File: src/rtl/pic_pkg.sv
`timescale 1ns/1ps
package pic_pkg;
  localparam int LEVELS = 9;
  localparam int LVL_W  = $clog2(LEVELS);

  typedef logic [LVL_W-1:0] level_t;

  // Control-to-datapath strobes
  typedef struct packed {
    logic   push;      // preempt: save running level, switch to newLevel
    logic   pop;       // return: restore top of stack
    level_t newLevel;  // level being granted
  } strobe_t;
endpackage

File: src/rtl/pic_ctrl.sv
`timescale 1ns/1ps
module pic_ctrl
  import pic_pkg::*;
#(
  parameter int NUM_LEVELS = LEVELS
) (
  input  logic [NUM_LEVELS-1:0] reqLevel,
  input  logic [NUM_LEVELS-1:0] devHigh,
  input  logic                  retCmd,
  input  level_t                curLevel,
  input  logic                  stackEmpty,
  input  logic                  stackFull,
  output strobe_t               strobe
);

  logic [NUM_LEVELS-1:0] eligible;
  level_t                bestLevel;
  logic                  anyReq;

  assign eligible = reqLevel & devHigh;

  // Highest-numbered eligible level wins
  always_comb begin
    bestLevel = '0;
    anyReq    = 1'b0;
    for (int i = 0; i < NUM_LEVELS; i++) begin
      if (eligible[i]) begin
        bestLevel = level_t'(i);
        anyReq    = 1'b1;
      end
    end
  end

  always_comb begin
    strobe          = '0;
    strobe.newLevel = bestLevel;
    if (retCmd) begin
      strobe.pop = !stackEmpty;
    end else if (anyReq && (bestLevel > curLevel) && !stackFull) begin
      strobe.push = 1'b1;
    end
  end

endmodule

File: src/rtl/pic_datapath.sv
`timescale 1ns/1ps
module pic_datapath
  import pic_pkg::*;
#(
  parameter int NUM_LEVELS  = LEVELS,
  parameter int STACK_DEPTH = LEVELS
) (
  input  logic                  clk,
  input  logic                  rstN,
  input  strobe_t               strobe,
  output level_t                curLevel,
  output logic [NUM_LEVELS-1:0] bankSel,
  output logic                  intAck,
  output level_t                ackLevel,
  output logic                  stackEmpty,
  output logic                  stackFull
);

  localparam int SP_W = $clog2(STACK_DEPTH + 1);

  level_t          stackMem [STACK_DEPTH];
  logic [SP_W-1:0] sp;
  logic [SP_W-1:0] spMinus1;
  level_t          levelQ;
  logic            ackQ;
  level_t          ackLvlQ;

  assign spMinus1   = sp - 1'b1;
  assign stackEmpty = (sp == '0);
  assign stackFull  = (sp == SP_W'(STACK_DEPTH));

  // Level stack storage, no reset needed
  always_ff @(posedge clk) begin
    if (strobe.push && !strobe.pop) begin
      stackMem[sp] <= levelQ;
    end
  end

  always_ff @(posedge clk or negedge rstN) begin
    if (!rstN) begin
      levelQ  <= '0;
      sp      <= '0;
      ackQ    <= 1'b0;
      ackLvlQ <= '0;
    end else begin
      ackQ <= 1'b0;
      if (strobe.pop) begin
        sp     <= spMinus1;
        levelQ <= stackMem[spMinus1];
      end else if (strobe.push) begin
        sp      <= sp + 1'b1;
        levelQ  <= strobe.newLevel;
        ackQ    <= 1'b1;
        ackLvlQ <= strobe.newLevel;
      end
    end
  end

  always_comb begin
    bankSel         = '0;
    bankSel[levelQ] = 1'b1;
  end

  assign curLevel = levelQ;
  assign intAck   = ackQ;
  assign ackLevel = ackLvlQ;

endmodule

File: src/rtl/pic_top.sv
`timescale 1ns/1ps
module pic_top
  import pic_pkg::*;
#(
  parameter int NUM_LEVELS = LEVELS
) (
  input  logic                  clk,
  input  logic                  rstN,
  input  logic [NUM_LEVELS-1:0] reqLevel,
  input  logic [NUM_LEVELS-1:0] devHigh,
  input  logic                  retCmd,
  output logic [LVL_W-1:0]      curLevel,
  output logic [NUM_LEVELS-1:0] bankSel,
  output logic                  intAck,
  output logic [LVL_W-1:0]      ackLevel
);

  strobe_t strobe;
  logic    stackEmpty;
  logic    stackFull;

  pic_ctrl #(.NUM_LEVELS(NUM_LEVELS)) u_ctrl (
    .reqLevel  (reqLevel),
    .devHigh   (devHigh),
    .retCmd    (retCmd),
    .curLevel  (curLevel),
    .stackEmpty(stackEmpty),
    .stackFull (stackFull),
    .strobe    (strobe)
  );

  pic_datapath #(.NUM_LEVELS(NUM_LEVELS), .STACK_DEPTH(NUM_LEVELS)) u_dp (
    .clk       (clk),
    .rstN      (rstN),
    .strobe    (strobe),
    .curLevel  (curLevel),
    .bankSel   (bankSel),
    .intAck    (intAck),
    .ackLevel  (ackLevel),
    .stackEmpty(stackEmpty),
    .stackFull (stackFull)
  );

endmodule

File: config.mk
export PLATFORM = sky130hd
export DESIGN_NAME = pic_top
export DESIGN_NICKNAME = d
export VERILOG_FILES = /design/src/rtl/pic_pkg.sv /design/src/rtl/pic_ctrl.sv /design/src/rtl/pic_datapath.sv /design/src/rtl/pic_top.sv
export SDC_FILE = /design/constraint.sdc
export NUM_CORES = 1
export LEC_CHECK = 0
export BUFFER_PORTS_ARGS = -buffer_cell sky130_fd_sc_hd__buf_2
export CAP_MARGIN = 20
export CORE_UTILIZATION = 47
export CTS_CLUSTER_SIZE = 30
export DETAILED_ROUTE_END_ITERATION = 16
export PLACE_DENSITY = 0.68
export SYNTH_ARGS = -nofsm -noshare
export SYNTH_HDL_FRONTEND = slang
export SYNTH_SLANG_ARGS = --single-unit
File: constraint.sdc
create_clock -name clk -period 6.4 [get_ports clk]
set_input_delay 1.28 -clock clk [delete_from_list [all_inputs] [get_ports clk]]
set_output_delay 1.28 -clock clk [all_outputs]
set_load 0.005 [all_outputs]
== Word-level counts from Yosys, hierarchy flattened ==
Memory sizes are Yosys's and may differ from the RTL's.
Index checks and enable logic that the tools add are counted.
Cells by class
  muxes and demuxes: 30
  order comparisons: 3
  bitwise operators: 2
  $add $sub $neg: 2
  equal/unequal tests: 1
  reduce and logical (&&, ||, !) cells: 10
Operators with widths (count)
  $mux 4: 5
  $mux 1: 18
  $mux 3: 4
  $and 9x9->9: 1
  $lt 4x5->1 const B: 1
  $add 4x1->4 const B: 1
  $demux 1 s4: 1
  $eq 4x4->1 const B: 1
  $ge 4x1->1 const B: 1
  $gt 4x4->1: 1
  $logic_and 1x1->1: 4
  $logic_not 4->1: 1
  $mux 2: 2
  $sub 4x1->4 const B: 1
  $logic_not 1->1: 3
  $reduce_and 2->1: 1
  $reduce_bool 2->1: 1
  $not 1->1: 1
Storage, ports and cells
  memories kept: 1
  RAM bits: 36
  register bits: 13
Memory list
  u_dp.stackMem: words 9, width 4, rd ports 1, clocked after Yosys merged registers in 0, write ports 1, line pic_datapath.sv:21  | level_t stackMem [STACK_DEPTH];

== Logic depth before layout (Yosys ltp) ==
Gate-level depths: netlist (run 1).
  depth in word-level cells: 17
  gate-level depth with buffers: 13

== Hierarchy ==
From an unflattened synthesis (run 1), not the netlist that was laid out.
Unflattened totals
  cell total of the unflattened synthesis: 190
  area total of the unflattened synthesis: 2459.9 um2
By module, submodules not included
  pic_datapath: instances 1, area an instance 2238.4 um2, cells each 156, seq. area each 1406.3 um2
  pic_ctrl: instances 1, area an instance 221.5 um2, cells each 34, seq. area each 0.0 um2

== Worst setup path after synthesis (run 1) ==
OpenSTA, ideal clock, no wires.
  path kind: input-to-reg
  start point: in reqLevel[8]
  end point: mem u_dp.stackMem[4][0] (netlist name) (enable)
  stages on the path: 13
  data arrival time: 3.202 ns
  data required time: 6.090 ns
  path buffers: 2
  setup slack: 2.888 ns
  path through: and2_4 > buf_6 > a221o_1 > o22ai_1 > inv_1 > ha_1 > nand4_1 > nand3_1 > a21oi_4 > nand2_2 > inv_2 > buf_6 > and4b_1
RTL lines
  start: declaration: line pic_top.sv:9  | input logic [NUM_LEVELS-1:0] reqLevel,
  end: declaration: line pic_datapath.sv:21

== Worst setup path after layout (run 1) ==
  start point: in reqLevel[8]
  end point: mem u_dp.stackMem[4][3] (netlist name) (enable)
On the way
  longest elaborated chain between the ends: 10
RTL lines
  $and 9x9->9 *: line pic_ctrl.sv:20  | assign eligible = reqLevel & devHigh;
  $mux 4: line pic_ctrl.sv:27  | if (eligible[i]) begin
  $gt 4x4->1: line pic_ctrl.sv:39  | end else if (anyReq && (bestLevel > curLevel) && !stackFull) begin
  $logic_and 1x1->1 * (2 in a row): line pic_ctrl.sv:39
  $mux 1 *: line pic_ctrl.sv:39
  $mux 1 *: line pic_ctrl.sv:37  | if (retCmd) begin
  $logic_and 1x1->1 *: line pic_datapath.sv:34  | if (strobe.push && !strobe.pop) begin
  $mux 1 *: line pic_datapath.sv:34
  $mux 1 (implied by the code) *: line pic_datapath.sv:35  | stackMem[sp] <= levelQ;
Every way passes the cells marked *; elsewhere a longest branch is shown, timed or not.

==> results.ini, run 1 <==
[outcome]
status = finished clean

[worst_setup_path]
path_buf_inv = 3
cp_slowest_cell = and4b_1
crit_required_ns = 6.39
worstSetupPathType = in -> reg
crit_chain = buf_2, and2_4, a221o_1, o22ai_1, inv_1, ha_1, nand4_1, nand3_1, a21oi_4, nand2_2, inv_2, and4b_1
crit_family = simple AND/OR/NAND/NOR gates
cp_slowest_stage_delay_ns = 0.32
crit_fanout = 12
critPathCaptureType = flip-flop
arrival_ns = 3.46
start_kind = input pin

[clocking]
clk_latency_ns = 0.29
post_cts_buffers = 0
cts.htree.levels = 2
path_clk_slew_ns = 0.08
holdBufCountCts = 0
clkSinkCount = 49
cts_buffer_depth = 2
cts_resized = 0
cts-root-buf = clkbuf_8
cts_tree = done
numCtsBuffers = 5

[synthesis]
async_flop_share_pct = 26.5
ys_types = 48
netlist.top_cell.by_area = edfxtp_1
synth_top_area_share_pct = 42.9
ys_seq_area_share_pct = 55.8
synth_edf_count = 36
synth_nets = 215
yosysWarnings = 0
avgSynthCellArea_um2 = 13.6
synth_cells = 186
synth_area_leaders = edfxtp_1 43%, dfrtp_1 13%, mux4_1 8.3%, ha_1 4.0%, nand2_1 2.5%
netlist_area_mm2 = 0.00252
ys_ff_latch = 49
synthFlopType = edfxtp_1

[floorplanning]
die_w_um = 75.2
ioPinCount = 39
rows = 26
die_h_um = 75.2
start_util_pct = 49.1
design.die.area_mm2 = 0.00566
core_region_area_mm2 = 0.00514

[pwr]
combPwrFrac_pct = 38.3
cellPowerDensity_mw_per_mm2 = 422
clkPwrFrac_pct = 17.3
ir_drop_uv = 197
swShare_pct = 38.0
intPower_uw = 740
p_sw_uw = 454
seq_power_share_pct = 44.4
power_leakage_uw = 0.00117

[sta]
maxSlewHeadroom_pct = 55.9
setup_viol = 0
fin_crit_sh_pct = 54.1
tns_ns = 0
rsz0062_at_grt = false
tightest_slew_ns = 0.661
period_minus_slack_ns = 3.46
whs_ns = 0.506
fin_skew_ns = 0.00492
hold_viol_final = 0
fmax_ghz = 0.289
finalMaxSlewViolations = 0

[placed_design]
gp_congestion = 0.842
placed_area_mm2 = 0.00273
dp_hpwl_um = 3650
portBuffers = 38

[min_path]
min_path_type = reg -> reg

[final_layout]
final_net_count = 251
layout-drive-gt1-share_pct = 25.2
final_area_mm2 = 0.00283
mostFrequentLayoutCell = buf_2
final_cell_mix = 38 x buf_2, 36 x edfxtp_1, 17 x nand2_1
diodes = 0
fillers = 468
syn2layout_area_growth_pct = 12.3

[route]
vias = 1653
ant_nets = 0
finalWirelength_um = 5070
dr.first_iter.drc_count = 131
drt_pass1_iterations = 4
routed_via_density = 5.66
routedWlPerCell_um = 17.4
route.detailed.drc = 0

[global_route]
grt_overflow_total = 0
grt_usage_pct = 20.2
grt_max_degree = 19
grt_pass1_vias = 1602
antenna_found_initial = 0
grt_pass1_wl_um = 8120

[run]
drv_cap = 0

[synthesized netlist by cell type, types with 3 or more instances]
master and n:
edfxtp_1 36, nand2_1 17, dfrtp_1 13, ha_1 8, mux4_1 8, nor2_1 8
a21oi_1 7, inv_1 7, nor3_1 6, a22oi_1 5, and3_1 5, and4b_1 5
mux2i_1 5, o21ai_0 5, buf_6 4, nand3_1 4, a22o_1 3, nor4_1 3
o211ai_1 3
[cells by family after synthesis]
kind of cell,share of synthesized area [%]
AND/OR/NAND/NOR,12.4
adder cells (fa/ha/maj),3.97
buffers and inverters,4.02
multiplexers,10.3
AO/OA/AOI/OAI,11.9
flip-flops,55.8
XOR/XNOR,1.69
[flip-flops by register name, indices dropped and copies added, names as in the netlist]
register / cells
u_dp.intAck: 1
u_dp.stackMem: 36
u_dp.ackLevel: 4
u_dp.curLevel: 4
u_dp.sp: 4
[per-layer routing]
metal  GRT usage, %  vias to the layer above  part of all wire [%]
li1               -                      795                     -
met1           27.6                      806                    47
met2           31.3                       46                    47
met3           4.69                        6                   4.6
met4           8.23                        0                   1.0
met5              0                        -                     0
[power groups by stage]
stage	clock [uW]	combinational, uW	sequential, uW
5_1_grt	220	504	546
3_3_place_gp	0	455	537
2_1_floorplan	0	356	483
4_1_cts	211	458	531
3_5_place_dp	0	456	538
6_report	206	457	530
[area by class of cell]
type / instances / area, um2 / share of cell area (%)
sequential: 49 / 1410 / 49.7
multi-input combinational: 120 / 1010 / 35.8
timing repair buffer: 38 / 190 / 6.72
tap: 70 / 87.6 / 3.09
clock buffer: 5 / 68.8 / 2.43
clock inverter: 2 / 35.0 / 1.24
inverter: 8 / 30.0 / 1.06
[path summary, 6_finish.rpt]
path	endpoint	from	slack, ns	cells past startpoint
worst max-delay path	u_dp.stackMem[4][3]	reqLevel[8]	2.94	12
worst min register to register	u_dp.ackLevel[3]	u_dp.ackLevel[3]	0.51	1
max in group asynchronous	u_dp.curLevel[1]	rstN	5.31	1
worst min-delay path	u_dp.ackLevel[3]	u_dp.ackLevel[3]	0.51	1
worst max register to register	u_dp.stackMem[4][3]	u_dp.curLevel[1]	3.73	8
min in group asynchronous	u_dp.sp[3]	rstN	0.86	1
[metrics by stage]
step	power, uW	setup WS, ns	utilization (%)	cells
floorplan	839	2.89	-	186
global placement	992	2.73	53.1	285
detailed placement	994	2.61	53.1	285
CTS	1200	2.93	55.1	292
global route	1270	2.73	55.1	292
finish	1190	2.94	55.1	292
Power figures use the tool's default switching activity.
==> run 2: changes to the inputs <==
Clock period 6.4 ns to 3.3 ns, I/O delays scaled along.
==> run 2 against run 1 <==
  * Via count increased by 2.4%
  * Clock-buffer cell count unchanged
  * Critical path depth unchanged
  * Total power increased by 100%
  * Sequential power increased by 68%
  * Clock skew increased by 0.0043 ns
  * Critical path type unchanged
==> results.ini, run 2 (synthesis gave the netlist of run 1 again) <==
[outcome]
status = finished clean

[route]
routed_via_density = 5.68  ; +0.30%
dr.first_iter.drc_count = 109  ; -17%
vias = 1692  ; +2.4%
route.detailed.drc = 0  ; unchanged
ant_nets = 0  ; unchanged
finalWirelength_um = 5230  ; +3.1%
routedWlPerCell_um = 17.5  ; +1.0%
drt_pass1_iterations = 4  ; unchanged

[sta]
fin_skew_ns = 0.00919  ; +0.00428 ns
fin_crit_sh_pct = 86.4
fmax_ghz = 0.351
setup_slack_ns = 0.449  ; -2.49 ns
rsz0062_at_grt = false
period_minus_slack_ns = 2.85
whs_ns = 0.235  ; -0.271 ns
maxSlewHeadroom_pct = 65.6  ; +9.7 points
finalMaxSlewViolations = 0  ; unchanged
tns_ns = 0  ; unchanged
hold_viol_final = 0  ; unchanged
tightest_slew_ns = 0.516  ; -0.145 ns
setup_viol = 0  ; unchanged

[floorplanning]
start_util_pct = 49.1  ; unchanged
design.die.area_mm2 = 0.00566  ; unchanged
die_h_um = 75.2  ; unchanged
rows = 26  ; unchanged
core_region_area_mm2 = 0.00514  ; unchanged
die_w_um = 75.2  ; unchanged
ioPinCount = 39  ; unchanged

[final_layout]
regMostFlops = u_dp.stackMem
multi_input_area_mm2 = 0.00101  ; unchanged
largest_register_ff_count = 36  ; unchanged
mostFrequentLayoutCell = buf_2
sequential_cell_area_mm2 = 0.00141  ; unchanged
fillers = 454  ; -3.0%
layout-drive-gt1-share_pct = 26.8  ; +1.5 points
final_area_mm2 = 0.00288  ; +1.5%
final_net_count = 256  ; +2.0%
diodes = 0  ; unchanged
final_cell_mix = 38 x buf_2, 36 x edfxtp_1, 17 x nand2_1
syn2layout_area_growth_pct = 14.0

[placed_design]
placed_area_mm2 = 0.00277  ; +1.4%
gp_congestion = 0.817  ; -3.0%
dp_slack_ns = 0.144  ; -2.47 ns
portBuffers = 38  ; unchanged
dp_hpwl_um = 3840  ; +5.2%

[clocking]
cts_buffer_depth = 2  ; unchanged
numCtsBuffers = 5  ; unchanged
post_cts_buffers = 0  ; unchanged
path_clk_slew_ns = 0.09  ; about the same
cts_resized = 0  ; unchanged
cts.htree.levels = 2  ; unchanged
cts-root-buf = clkbuf_8
clk_latency_ns = 0.30  ; about the same
cts_tree = done
holdBufCountCts = 0  ; unchanged
clkSinkCount = 49  ; unchanged

[pwr]
intPower_uw = 1480  ; +100%
power_leakage_uw = 0.00119  ; +1.9%
clkPwrFrac_pct = 17.3  ; about the same
swShare_pct = 38.3  ; +0.27 points
seq_power_share_pct = 37.2  ; -7.2 points
cellPowerDensity_mw_per_mm2 = 833  ; +98%
p_sw_uw = 917  ; +100%
combPwrFrac_pct = 45.5  ; +7.2 points
ir_drop_uv = 421  ; +110%

[global_route]
grt_overflow_total = 0  ; unchanged
grt_usage_pct = 20.2  ; about the same
antenna_found_initial = 0  ; unchanged
grt_max_degree = 18  ; -1
grt_pass1_wl_um = 8050  ; -0.94%
grt_pass1_vias = 1597  ; -0.31%

[worst_setup_path]
crit_fanout = 12  ; unchanged
cp_slowest_cell = and4b_1
start_kind = input pin
path_buf_inv = 3  ; unchanged
crit_family = simple AND/OR/NAND/NOR gates
arrival_ns = 2.85  ; -0.61 ns
crit_required_ns = 3.29  ; -3.10 ns
cp_slowest_stage_delay_ns = 0.33  ; about the same
crit_chain = buf_2, and2_4, a221o_1, o22ai_1, inv_1, ha_1, nand4_1, nand3_1, a21oi_4, nand2_2, inv_2, and4b_1
worstSetupPathType = in -> reg
critPathCaptureType = flip-flop

[run]
drv_cap = 0  ; unchanged

[min_path]
min_path_type = in -> async

==> run 2: changes by cell type in the layout (fill, tap and decap cells not counted) <==
cell        delta
clkinvlp_4     +1
clkinv_2       -1
buf_4          +5
clkinv_1       +1
==> run 2: metrics by stage <==
stage                     utilization, %  instances  power, uW
after floorplan                        -        186       1630
after global placement              53.8        290       1980
after detailed placement            53.8        290       1990
after CTS                           55.9        298       2400
after global routing                55.9        298       2540
final                               55.9        298       2400
==> run 2: final cells by class <==
cell class	count	area share, %
clock buffer	5	2.39
clock inverter	3	1.44
inverter	8	1.04
multi-input combinational	120	35.2
sequential	49	48.9
tap	70	3.05
timing repair buffer	43	7.92
==> run 2: final timing paths <==
path                                   from  cells past startpoint  slack (ns)             endpoint
max reg2reg                      u_dp.sp[1]                      8        0.99  u_dp.stackMem[6][2]
max                             reqLevel[8]                     12        0.45  u_dp.stackMem[6][2]
max in group asynchronous              rstN                      1        2.82          u_dp.intAck
min                                    rstN                      1        0.24     u_dp.ackLevel[0]
min in group clk           u_dp.ackLevel[3]                      1        0.51     u_dp.ackLevel[3]
min reg2reg                u_dp.ackLevel[3]                      1        0.51     u_dp.ackLevel[3]
==> run 2: metal layers <==
metal	GRT usage (%)	routed length (um)	vias to the layer above
met1	27.0	2460	832
met3	4.42	194	3
met5	0	0	-
met2	33.1	2540	47
li1	-	-	810
met4	6.17	29	0
==> run 2: power groups by stage <==
| stage | Sequential [uW] | Combinational, uW | Clock (uW) |
|---|---|---|---|
| after floorplan | 937 | 690 | 0 |
| after global placement | 903 | 1080 | 0 |
| after detailed placement | 903 | 1090 | 0 |
| after CTS | 889 | 1100 | 418 |
| after global routing | 899 | 1190 | 443 |
| final | 891 | 1090 | 414 |
==> run 3: changes to the inputs <==
==> constraint.sdc (replaced) <==
create_clock -name clk -period 3.3 [get_ports clk]
set_input_delay 0.825 -clock clk [delete_from_list [all_inputs] [get_ports clk]]
set_output_delay 0.825 -clock clk [all_outputs]
set_load 0.005 [all_outputs]
==> run 3 against run 2 <==
  * Total power shrank 4.2%
  * Hold slack gained 0.17 ns
  * Clock-buffer cell count increased by 1
  * Critical path depth did not move
  * First-iteration DRC count is 28% higher
  * Design area is 1.0% lower
  * Sequential share of layout area is 0.52 points higher
  * Non-clock buffer count is 1 lower
  * Flip-flop and latch count did not move
  * Core utilization decreased by 0.58 points
  * Register-to-register slack worse by 0.28 ns
  * Combinational power fell by 9%
  * Critical path type unchanged
==> results.ini, run 3 (synthesis gave the netlist of run 1 again) <==
[floorplanning]
die_h_um = 75.2  ; unchanged
rows = 26  ; unchanged
die_w_um = 75.2  ; unchanged
core_region_area_mm2 = 0.00514  ; unchanged
start_util_pct = 49.1  ; unchanged
design.die.area_mm2 = 0.00566  ; unchanged
ioPinCount = 39  ; unchanged

[global_route]
grt_overflow_total = 0  ; unchanged
grt_max_degree = 19  ; +1
grt_pass1_wl_um = 8400  ; +4.5%
grt_usage_pct = 20.7  ; +0.50 points
antenna_found_initial = 0  ; unchanged
grt_pass1_vias = 1634  ; +2.3%

[placed_design]
dp_hpwl_um = 3750  ; -2.4%
portBuffers = 38  ; unchanged
gp_congestion = 0.791  ; -3.1%

[sta]
hold_viol_final = 0  ; unchanged
fmax_ghz = 0.348  ; -0.92%
fin_crit_sh_pct = 87.2  ; +0.80 points
tns_ns = 0  ; unchanged
period_minus_slack_ns = 2.88  ; +0.0265 ns
tightest_slew_ns = 0.601  ; +0.0849 ns
fin_skew_ns = 0.00404  ; -0.00515 ns
maxSlewHeadroom_pct = 59.9  ; -5.7 points
setup_viol = 0  ; unchanged
finalMaxSlewViolations = 0  ; unchanged
rsz0062_at_grt = false

[pwr]
power_leakage_uw = 0.00117  ; -1.6%
ir_drop_uv = 327  ; -22%
cellPowerDensity_mw_per_mm2 = 806  ; -3.2%

[route]
drt_pass1_iterations = 4  ; unchanged
route.detailed.drc = 0  ; unchanged
vias = 1674  ; -1.1%
finalWirelength_um = 5170  ; -1.1%
dr.first_iter.drc_count = 139  ; +28%
routedWlPerCell_um = 17.4  ; -0.76%
routed_via_density = 5.64  ; -0.73%
ant_nets = 0  ; unchanged

[worst_setup_path]
crit_required_ns = 3.30  ; about the same
regToRegSetupSlack_ns = 0.71  ; -0.28 ns
worstSetupPathType = in -> reg
r2r_start = u_dp.curLevel[1]
r2r-end = u_dp.stackMem[8][0]
crit_fanout = 12  ; unchanged
arrival_ns = 2.88  ; +0.03 ns
start_kind = input pin
worst-r2r-cell-count = 8  ; unchanged
critPathCaptureType = flip-flop

[final_layout]
final_net_count = 255  ; -0.39%
mostFrequentLayoutCell = buf_2
syn2layout_area_growth_pct = 12.9
utilization_pct = 55.4  ; -0.58 points
diodes = 0  ; unchanged
layout-drive-gt1-share_pct = 26.4  ; -0.32 points
largest_register_ff_count = 36  ; unchanged
final_cell_mix = 38 x buf_2, 36 x edfxtp_1, 17 x nand2_1
regMostFlops = u_dp.stackMem

[clocking]
clk_latency_ns = 0.30  ; about the same
numCtsBuffers = 5  ; unchanged
cts_resized = 0  ; unchanged
post_cts_buffers = 0  ; unchanged
cts_buffer_depth = 2  ; unchanged
cts_tree = done
path_clk_slew_ns = 0.09  ; about the same
holdBufCountCts = 0  ; unchanged
cts-root-buf = clkbuf_8
cts.htree.levels = 2  ; unchanged
clkSinkCount = 49  ; unchanged

[outcome]
status = finished clean

[run]
drv_cap = 0  ; unchanged

[min_path]
min_path_type = in -> async

-- run 3: metrics by stage --
| step | hold slack (ns) | total power [uW] | cells | instance area (um2) | setup WS [ns] |
|---|---|---|---|---|---|
| finish | 0.402 | 2290 | 297 | 2850 | 0.423 |
| detailed placement | 0.490 | 1970 | 289 | 2760 | 0.119 |
| floorplan | 0.490 | 1630 | 186 | 2520 | 0.243 |
| global route | 0.415 | 2460 | 297 | 2850 | 0.257 |
| global placement | 0.492 | 1960 | 289 | 2760 | 0.191 |
| CTS | 0.407 | 2310 | 297 | 2850 | 0.430 |
-- run 3: power breakdown --
| group | leakage, uW | internal [uW] | total [uW] | switching (uW) |
|---|---|---|---|---|
| clock | 0.0000374 | 149 | 342 | 193 |
| combinational | 0.000651 | 437 | 997 | 560 |
| sequential | 0.000480 | 808 | 955 | 147 |
| total | 0.00117 | 1390 | 2290 | 900 |
-- run 3: worst max-delay path, stage by stage --
cell and delay, ns:
buf_2 0.09, and2_4 0.18, a221o_1 0.27, o22ai_1 0.16, inv_1 0.07, ha_1 0.27, nand4_1 0.07, nand3_1 0.13
a21oi_4 0.16, nand2_2 0.12, inv_2 0.20, and4b_1 0.33
-- run 3: cell type report --
cell class                 instances  area (um2)
clock buffer                       6        72.6
clock inverter                     2        15.0
fill                             454        2290
inverter                           8        30.0
multi-input combinational        120        1010
sequential                        49        1410
tap                               70        87.6
timing repair buffer              42         220
-- run 3: worst max-delay path by stage --
stage / start / cells after the start / endpoint
final: reqLevel[8] / 12 / u_dp.stackMem[8][0]
after global routing: reqLevel[8] / 12 / u_dp.stackMem[6][0]
after CTS: reqLevel[8] / 12 / u_dp.stackMem[7][2]
after detailed placement: reqLevel[8] / 12 / u_dp.stackMem[7][2]
after global placement: reqLevel[8] / 12 / u_dp.stackMem[4][2]
after floorplan: reqLevel[8] / 13 / u_dp.stackMem[4][0]
-- run 3: routing by layer --
metal | vias to the layer above | global-route usage, % | share of wire, %
met5 | - | 0 | 0
met4 | 0 | 5.56 | 1.2
met3 | 6 | 4.02 | 2.7
met2 | 31 | 34.3 | 49
met1 | 832 | 28.0 | 47
li1 | 805 | - | -
